**src/rtl/pwm8_pkg.sv**
```systemverilog
package pwm8_pkg;

  localparam int REG_W      = 32;
  localparam int STEP_W     = 8;
  localparam int STEPS      = 1 << STEP_W;
  localparam int EN_BIT     = 31;
  localparam int IDLE_BIT   = 30;
  localparam int CFG_W      = 2 * STEP_W;
  localparam int RELOAD_LSB = STEP_W;
  localparam int DUTY_LSB   = 0;

  localparam logic [REG_W-1:0] WR_MASK =
    (REG_W'(1) << EN_BIT) | (REG_W'(1) << IDLE_BIT) | REG_W'((1 << CFG_W) - 1);

  typedef struct packed {
    logic [STEP_W-1:0] reload;
    logic [STEP_W-1:0] duty;
  } pwm8_cfg_t;

  // Step length in input cycles: a reload of zero stands for the full count.
  function automatic logic [STEP_W:0] pwm8_divisor(input logic [STEP_W-1:0] r);
    return (r == '0) ? (STEP_W+1)'(STEPS) : {1'b0, r};
  endfunction

  // Last divider count value before a tick; wraps so that zero gives STEPS-1.
  function automatic logic [STEP_W-1:0] pwm8_last_count(input logic [STEP_W-1:0] r);
    return r - STEP_W'(1);
  endfunction

  // Number of high steps per period for a duty field value.
  function automatic logic [STEP_W:0] pwm8_high_steps(input logic [STEP_W-1:0] d);
    return (d == '0) ? '0 : ((STEP_W+1)'(STEPS) - {1'b0, d});
  endfunction

endpackage

```
**src/rtl/pwm8_ctrl_reg.sv**
```systemverilog
module pwm8_ctrl_reg
  import pwm8_pkg::*;
(
  input  logic             clk,
  input  logic             rst_n,
  input  logic             wr_en,
  input  logic [REG_W-1:0] wr_data,
  input  logic             period_end,
  output logic [REG_W-1:0] ctrl_q,
  output pwm8_cfg_t        cfg_q
);

  logic [REG_W-1:0] ctrl_d;
  logic             cfg_load;

  assign ctrl_d   = wr_en ? (wr_data & WR_MASK) : ctrl_q;
  assign cfg_load = !ctrl_q[EN_BIT] || period_end;

  always_ff @(posedge clk or negedge rst_n) begin
    if (!rst_n) begin
      ctrl_q <= '0;
      cfg_q  <= '0;
    end else begin
      ctrl_q <= ctrl_d;
      if (cfg_load) cfg_q <= pwm8_cfg_t'(ctrl_d[CFG_W-1:0]);
    end
  end

endmodule

```
**src/rtl/pwm8_prescaler.sv**
```systemverilog
module pwm8_prescaler
  import pwm8_pkg::*;
(
  input  logic              clk,
  input  logic              rst_n,
  input  logic              run,
  input  logic [STEP_W-1:0] reload,
  output logic [STEP_W-1:0] pre_cnt,
  output logic              tick
);

  assign tick = run && (pre_cnt == pwm8_last_count(reload));

  always_ff @(posedge clk or negedge rst_n) begin
    if (!rst_n)      pre_cnt <= '0;
    else if (!run)   pre_cnt <= '0;
    else if (tick)   pre_cnt <= '0;
    else             pre_cnt <= pre_cnt + STEP_W'(1);
  end

endmodule

```
**src/rtl/pwm8_stepper.sv**
```systemverilog
module pwm8_stepper
  import pwm8_pkg::*;
(
  input  logic              clk,
  input  logic              rst_n,
  input  logic              run,
  input  logic              tick,
  input  logic [STEP_W-1:0] duty,
  output logic [STEP_W-1:0] step_cnt,
  output logic              period_end,
  output logic              cmp_high
);

  assign period_end = tick && (step_cnt == '1);
  assign cmp_high   = ({1'b0, step_cnt} < pwm8_high_steps(duty));

  always_ff @(posedge clk or negedge rst_n) begin
    if (!rst_n)     step_cnt <= '0;
    else if (!run)  step_cnt <= '0;
    else if (tick)  step_cnt <= step_cnt + STEP_W'(1);
  end

endmodule

```
**src/rtl/pwm8_ctrl.sv**
```systemverilog
module pwm8_ctrl
  import pwm8_pkg::*;
(
  input  logic        clk,
  input  logic        rst_n,
  input  logic        wr_en,
  input  logic [31:0] wr_data,
  output logic [31:0] rd_data,
  output logic        pwm_out
);

  logic [REG_W-1:0]  ctrl_q;
  pwm8_cfg_t         cfg_q;
  logic              run_en;
  logic              idle_lvl;
  logic [STEP_W-1:0] pre_cnt;
  logic              step_tick;
  logic [STEP_W-1:0] step_cnt;
  logic              period_end;
  logic              cmp_high;

  assign run_en   = ctrl_q[EN_BIT];
  assign idle_lvl = ctrl_q[IDLE_BIT];

  pwm8_ctrl_reg u_reg (
    .clk        (clk),
    .rst_n      (rst_n),
    .wr_en      (wr_en),
    .wr_data    (wr_data),
    .period_end (period_end),
    .ctrl_q     (ctrl_q),
    .cfg_q      (cfg_q)
  );

  pwm8_prescaler u_pre (
    .clk     (clk),
    .rst_n   (rst_n),
    .run     (run_en),
    .reload  (cfg_q.reload),
    .pre_cnt (pre_cnt),
    .tick    (step_tick)
  );

  pwm8_stepper u_step (
    .clk        (clk),
    .rst_n      (rst_n),
    .run        (run_en),
    .tick       (step_tick),
    .duty       (cfg_q.duty),
    .step_cnt   (step_cnt),
    .period_end (period_end),
    .cmp_high   (cmp_high)
  );

  assign rd_data = ctrl_q;
  assign pwm_out = run_en ? cmp_high : idle_lvl;

endmodule

```
**config.mk**
```make
export PLATFORM = sky130hd
export DESIGN_NAME = pwm8_ctrl
export DESIGN_NICKNAME = d
export VERILOG_FILES = /design/src/rtl/pwm8_pkg.sv /design/src/rtl/pwm8_ctrl_reg.sv /design/src/rtl/pwm8_prescaler.sv /design/src/rtl/pwm8_stepper.sv /design/src/rtl/pwm8_ctrl.sv
export SDC_FILE = /design/constraint.sdc
export NUM_CORES = 1
export LEC_CHECK = 0
export ABC_CLOCK_PERIOD_IN_PS = 7200
export BUFFER_PORTS_ARGS = -buffer_cell sky130_fd_sc_hd__buf_2
export CAP_MARGIN = 20
export CORE_ASPECT_RATIO = 0.75
export CORE_MARGIN = 2
export CORE_UTILIZATION = 37
export DETAILED_ROUTE_END_ITERATION = 10
export HOLD_SLACK_MARGIN = 0.02
export SLEW_MARGIN = 20
export SYNTH_ARGS = -nofsm -noshare
export SYNTH_HDL_FRONTEND = slang
export SYNTH_SLANG_ARGS = --single-unit
```
**constraint.sdc**
```tcl
create_clock -name clk -period 7.2 [get_ports clk]
set_clock_uncertainty 0.15 [all_clocks]
set_input_delay 1.08 -clock clk [delete_from_list [all_inputs] [get_ports clk]]
set_output_delay 1.08 -clock clk [all_outputs]
set_load 0.005 [all_outputs]
```
==> run metrics, run 1 <==
Pwr per Cell Area=214 mW/mm^2; Final Util=42.6%; unrepaired setup endpoints after global routing=no; Fin Setup TNS=0 ns; first-pass GRT wire length=9.08 mm; worst-margin pin slew=0.634 ns; WL/cell=13.3 um; Die Height=79.1 um; worst path required time=5.97 ns; WS Path Type=reg2out; endpoints failing setup=0; layout cells sized above 1=29.5%; vias per cell=4.92; Layout fillers=698; placer congestion estimate=0.776; GR Util met2=19.6%; met1 GRT Util=20.7%; Syn Area/Cell=11.0 sq um; Max Cap Viol=0; status=completed; # DRC=0; Arrival @ worst endpoint=2.72 ns; Crit-path slowest cell=dfrtp_1; Final Max Slew Viols=0; CTS Buffer Depth=2; Synth cell types=42; top cells by area, synth=dfrtp_1, mux2_2, mux2_4; P_leak=1.46 nW; GRT Residual Overflow=0; most common cell in the netlist=dfrtp_1; Max-slew headroom=57.7%; Worst Slack Setup Final=3.25 ns; H-tree levels=2; crit path cell chain=nor2_1 > nand3_1 > or3_1 > a21oi_1 > nor2_1 > a21oi_1 > ha_1 > a211oi_1 > o211ai_1 > nand2_1 > buf_2; worst slack, placed=3.13 ns; Yosys top cell area share=45.0%; CTS Root Cell=clkbuf_8; DR pass1 iterations=4; hold buffers post-CTS=0; chip width=104 um; Comb power frac=22.3%; clock power share=26.9%; register bit total from synthesis=50; total setup buffers inserted after CTS=0; GRT Max-Usage Layer=met1; Worst Setup End Kind=output port; switching portion of total power=30.6%; Total Nets Final=337; Hold Path Class=reg2reg; Worst setup SP type=flop; CTS Buf Count=5; Core Area=0.00733 sq mm; Skew-Pair Late Insertion Delay=0.31 ns; DR iter-0 viols=92; final hold viol count=0; final period utilization=54.9%; Yosys Warn Count=0; largest net degree at the start of global routing=51; number of flops mapped to enable cells by yosys=0; GR Util met3=4.35%; Sequential Power Share=50.8%; maximum clock frequency=0.253 GHz; Worst path max stage delay=0.42 ns; Sequential Area=0.00125 sq mm; Site Rows=27; Final ANT Viol Nets=0; total power=667 uW; Period minus WS final=3.95 ns; total track usage=13.9%; Die ar.=0.00824 sq mm; # diodes=0; P_int=463 uW; Hold Slack=0.377 ns; Cells after DPL=384; CTS-repair resized insts=0; area of the multi-input gates=0.00138 sq mm; P_sw=204 uW; Ports=68; initial antenna violation count=0; initial core utilization=38.0%; Seq/Total Area, Yosys=45.0%; leading area contributor after synthesis=dfrtp_1; final WL=5.22 mm; Most used DFF post-synth=dfrtp_1; synth cell count leaders=dfrtp_1, mux2_2, nor2_1; placed instance area=0.00301 sq mm; Vias=1935; CP max FO=4; vias in the first global route=1820; CTS tree=done; post-route cell area=0.00312 sq mm; worst vdd rail ir drop=0.136 mV; Post-Synthesis Cell Area=0.00278 sq mm; FFs w/ async S/R, synth=100%; Detailed Place HPWL=3.72 mm; non-filler cells, final=393; Area growth syn-to-layout=12.1%; I/O Buffers=39; CTS sink count=50; Reg clk slew, reported paths=0.09 ns; Synth Instances=252
## kinds of logic after synthesis
group | count (synthesis) | share of synthesized area, %
AO/OA/AOI/OAI | 39 | 9.44
flip-flops | 50 | 45.0
multiplexers | 36 | 15.8
AND/OR/NAND/NOR | 64 | 12.1
buffers and inverters | 34 | 7.28
adder cells (fa/ha/maj) | 11 | 4.95
XOR/XNOR | 17 | 5.35
other | 1 | 0.135
## power groups by stage
stage                     clock network, mW  logic [mW]  registers (mW)
final                                 0.179       0.149           0.339
after global routing                  0.200       0.167           0.345
after CTS                             0.186       0.150           0.339
after detailed placement                  0       0.149           0.344
after global placement                    0       0.144           0.343
after floorplan                           0       0.117           0.335
## final cells by class
type	instances	share of cell area, %
sequential	50	40.1
multi-input combinational	181	44.1
clock buffer	6	2.65
clock inverter	2	0.521
inverter	11	1.32
timing repair buffer	42	7.22
tap	101	4.05
## worst paths after layout
path	cells past startpoint	to	startpoint	slack [ns]
max	11	pwm_out	u_reg.cfg_q[2]	3.25
min	1	u_reg.ctrl_q[8]	u_reg.ctrl_q[8]	0.38
max reg2reg	9	u_reg.cfg_q[7]	u_reg.cfg_q[8]	3.38
min reg2reg	1	u_reg.ctrl_q[8]	u_reg.ctrl_q[8]	0.38
max in group asynchronous	2	u_reg.cfg_q[12]	rst_n	5.75
min in group asynchronous	2	u_reg.ctrl_q[1]	rst_n	0.72
## state kept, by name, summed over array words and instances (netlist names)
register,flops
u_pre.pre_cnt,8
u_step.step_cnt,8
u_reg.cfg_q,16
u_reg.ctrl_q,18
## cell usage in the layout (no fill, tap or decap), types with 3 or more instances in the layout
cell      instances
dfrtp_1          50
buf_2            39
mux2_2           23
nor2_1           17
nand3_1          16
conb_1           14
ha_1             11
inv_1            10
a21oi_1          10
mux2_4           10
xor2_1            9
xnor2_1           8
nand2_1           8
o21ai_0           8
o31ai_1           7
or4_1             6
clkbuf_8          6
mux2i_1           3
a21o_1            3
and3_1            3
## worst max-delay path, delay by kind of cell (launching register included)
kind / cells / cell delay, ns
and+or+nand+nor: 5 / 0.89
buffers and inverters: 1 / 0.11
adders and majority gates: 1 / 0.26
AOI/OAI and AO/OA: 4 / 0.74
DFF: 1 / 0.42
## routing by layer
metal	vias up	part of all wire, %
met5	-	0
met4	0	0.88
met3	4	4.7
met2	53	41
met1	927	54
li1	951	-
(Power assumes the default switching activity.)
==> run 2: changes to the inputs <==
--- a/config.mk
+++ b/config.mk
@@ -5,7 +5,8 @@
 export SDC_FILE = /design/constraint.sdc
 export NUM_CORES = 1
 export LEC_CHECK = 0
-export ABC_CLOCK_PERIOD_IN_PS = 7200
+export ABC_AREA = 1
+export ABC_CLOCK_PERIOD_IN_PS = 4100
 export BUFFER_PORTS_ARGS = -buffer_cell sky130_fd_sc_hd__buf_2
 export CAP_MARGIN = 20
 export CORE_ASPECT_RATIO = 0.75
==> constraint.sdc (replaced) <==
create_clock -name clk -period 4.1 [get_ports clk]
set_clock_uncertainty 0.15 [all_clocks]
set_input_delay 0.615 -clock clk [delete_from_list [all_inputs] [get_ports clk]]
set_output_delay 0.615 -clock clk [all_outputs]
set_load 0.005 [all_outputs]
==> run 2 against run 1 <==
Effect of this change: largest power group unchanged; highest routed layer unchanged; first-iteration DRC count decreased by 20%; critical endpoint unchanged; setup slack lost 2.7 ns; non-clock buffer count decreased by 2.
==> run metrics, run 2 <==
largest net degree at the start of global routing=51 (unchanged); commonest non-fill, non-tap cell in the layout=nand2_1; RR Startpoint=u_reg.cfg_q[8]; FFs w/ async S/R, synth=100% (unchanged); number of flops mapped to enable cells by yosys=0 (unchanged); Core Area=0.00781 sq mm (+6.6%); hold buffers post-CTS=0 (unchanged); FF-to-FF End=u_step.step_cnt[6]; Max-slew headroom=34.8% (-23 points); GR Util met2=24.1% (+4.5 points); WS Path Type=reg2out; GRT Max-Usage Layer=met2; DR iter-0 viols=74 (-20%); synth cell count leaders=nand2_1, dfrtp_1, nand3_1; # diodes=0 (unchanged); Worst Setup End Kind=output port; CTS Root Cell=clkbuf_8; Syn Area/Cell=8.26 sq um (-25%); Site Rows=28 (+3.7%); Synth cell types=34 (-19%); final period utilization=86.9%; Worst Slack Setup Final=0.538 ns (-2.71 ns); Area growth syn-to-layout=10.3%; Vias=2305 (+19%); Period minus WS final=3.56 ns; top cells by area, synth=dfrtp_1, nand2_1, nand3_1; Hold Slack=0.232 ns (-0.145 ns); largest registers=u_reg.ctrl_q (18), u_reg.cfg_q (16); commonest non-fill, non-tap cells in the layout=nand2_1, dfrtp_1, nand3_1, inv_1, buf_2; met1 GRT Util=20.3% (-0.42 points); H-tree levels=2 (unchanged); # DRC=0 (unchanged); worst slack, placed=0.919 ns (-2.21 ns); CTS Buf Count=5 (unchanged); initial antenna violation count=0 (unchanged); total setup buffers inserted after CTS=0 (unchanged); worst-margin pin slew=0.978 ns (+0.344 ns); maximum clock frequency=0.281 GHz; Post-Synthesis Cell Area=0.00294 sq mm (+5.7%); layout cells sized above 1=19.5% (-9.9 points); final WL=5.89 mm (+13%); CTS-repair resized insts=0 (unchanged); chip width=107 um (+2.7%); Most used DFF post-synth=dfrtp_1; worst vdd rail ir drop=0.154 mV (+13%); Reg clk slew, reported paths=0.11 ns (+0.02 ns); Reg with most FFs=u_reg.ctrl_q; initial core utilization=37.7% (-0.31 points); WL/cell=11.8 um (-11%); Skew-Pair Late Insertion Delay=0.32 ns (about the same); Final Max Slew Viols=0 (unchanged); I/O Buffers=39 (unchanged); Seq/Total Area, Yosys=42.5% (-2.4 points); Hold Path Class=in2async; DR pass1 iterations=4 (unchanged); CTS sink count=50 (unchanged); status=completed; Fin Setup TNS=0 ns (unchanged); worst path required time=3.34 ns (-2.63 ns); Worst setup SP type=flop; Arrival @ worst endpoint=2.80 ns (+0.08 ns); CTS tree=done; R2R depth=13 (+4); leading area contributor after synthesis=dfrtp_1; P_leak=1.62 nW (+11%); Ports=68 (unchanged); Die ar.=0.00869 sq mm (+5.4%); total track usage=14.9% (+0.99 points); vias in the first global route=2228 (+22%); Final Util=41.5% (-1.0 points); GR Util met3=3.21% (-1.1 points); vias per cell=4.62 (-6.2%); Die Height=81.2 um (+2.7%); Final ANT Viol Nets=0 (unchanged); Max Cap Viol=0 (unchanged); first-pass GRT wire length=10.2 mm (+12%); CTS Buffer Depth=2 (unchanged); Yosys top cell area share=42.5% (-2.4 points); GRT Residual Overflow=0 (unchanged); R2R setup slack=1.71 ns (-1.67 ns); Yosys Warn Count=0 (unchanged); Synth Instances=356 (+41%); placer congestion estimate=0.835 (+7.6%); Total Nets Final=439 (+30%); CP max FO=4 (unchanged); register bit total from synthesis=50 (unchanged); unrepaired setup endpoints after global routing=no; Detailed Place HPWL=4.41 mm (+19%); most common cell in the netlist=nand2_1; Largest register FFs=18 (unchanged); final hold viol count=0 (unchanged); Pwr per Cell Area=360 mW/mm^2 (+68%); endpoints failing setup=0 (unchanged)
-- run 2: cell types whose count changed in the layout (fill, tap and decap cells not counted), sizes merged, moves of 4 or more --
cell and delta:
inv +33, mux2 -17, nand2 +79, nand3 +28
nor2 +16, nor3 +4, o21ai +4, o31ai -7
or4 -6
-- run 2: routing by layer --
layer,up-vias,share of wire (%)
met5,-,0
met4,0,0.98
met3,4,3.7
met2,42,43
met1,1072,52
li1,1187,-
-- run 2: cells by family after synthesis --
group                      Yosys count  share of synthesized area [%]
xor gates and xnor gates            11                           3.28
and+or+nand+nor                    178                           27.2
muxes                               16                           6.12
AOI/OAI and AO/OA                   24                           4.76
other                                1                          0.127
buffers and inverters               65                           11.3
DFF                                 50                           42.5
adders and majority gates           11                           4.68
-- run 2: cell type report --
type                            count  area, sq um
Inverter                           42          158
Clock inverter                      3         26.3
Fill cell                         812         4570
Multi-Input combinational cell    254         1410
Clock buffer                        5         68.8
Sequential cell                    50         1250
Tap cell                          105          131
Timing Repair Buffer               40          203
-- run 2: power by group --
group          switching, mW  leakage [nW]  internal, mW
clock network          0.191        0.0495         0.127
registers             0.0509         0.627         0.538
logic                  0.151         0.949         0.108
total                  0.393          1.62         0.774
-- run 2: worst max path at each step --
stage | startpoint | endpoint | slack (ns) | cells after the start
CTS | u_reg.cfg_q[0] | pwm_out | 0.54 | 14
floorplan | u_reg.cfg_q[0] | pwm_out | 1.39 | 13
global route | u_reg.cfg_q[0] | pwm_out | 0.25 | 14
finish | u_reg.cfg_q[0] | pwm_out | 0.54 | 14
detailed placement | u_reg.cfg_q[0] | pwm_out | 0.92 | 14
global placement | u_reg.cfg_q[0] | pwm_out | 0.97 | 14
-- run 2: worst max-delay path, stage by stage (launching register included) --
cell,delay [ns]
dfrtp_1,0.46
inv_1,0.08
ha_1,0.17
nor3b_1,0.32
nand3_1,0.18
nor2_1,0.16
nand2_1,0.14
nand3_1,0.11
ha_1,0.22
inv_1,0.08
o31ai_1,0.08
a21oi_1,0.13
nand3_1,0.08
o21ai_0,0.12
buf_2,0.15
-- run 2: stage by stage --
| stage | power, mW | instances | cell area, sq um |
|---|---|---|---|
| floorplan | 0.792 | 369 | 2990 |
| global placement | 0.855 | 491 | 3150 |
| detailed placement | 0.862 | 491 | 3150 |
| CTS | 1.19 | 499 | 3250 |
| global route | 1.25 | 499 | 3250 |
| finish | 1.17 | 499 | 3250 |
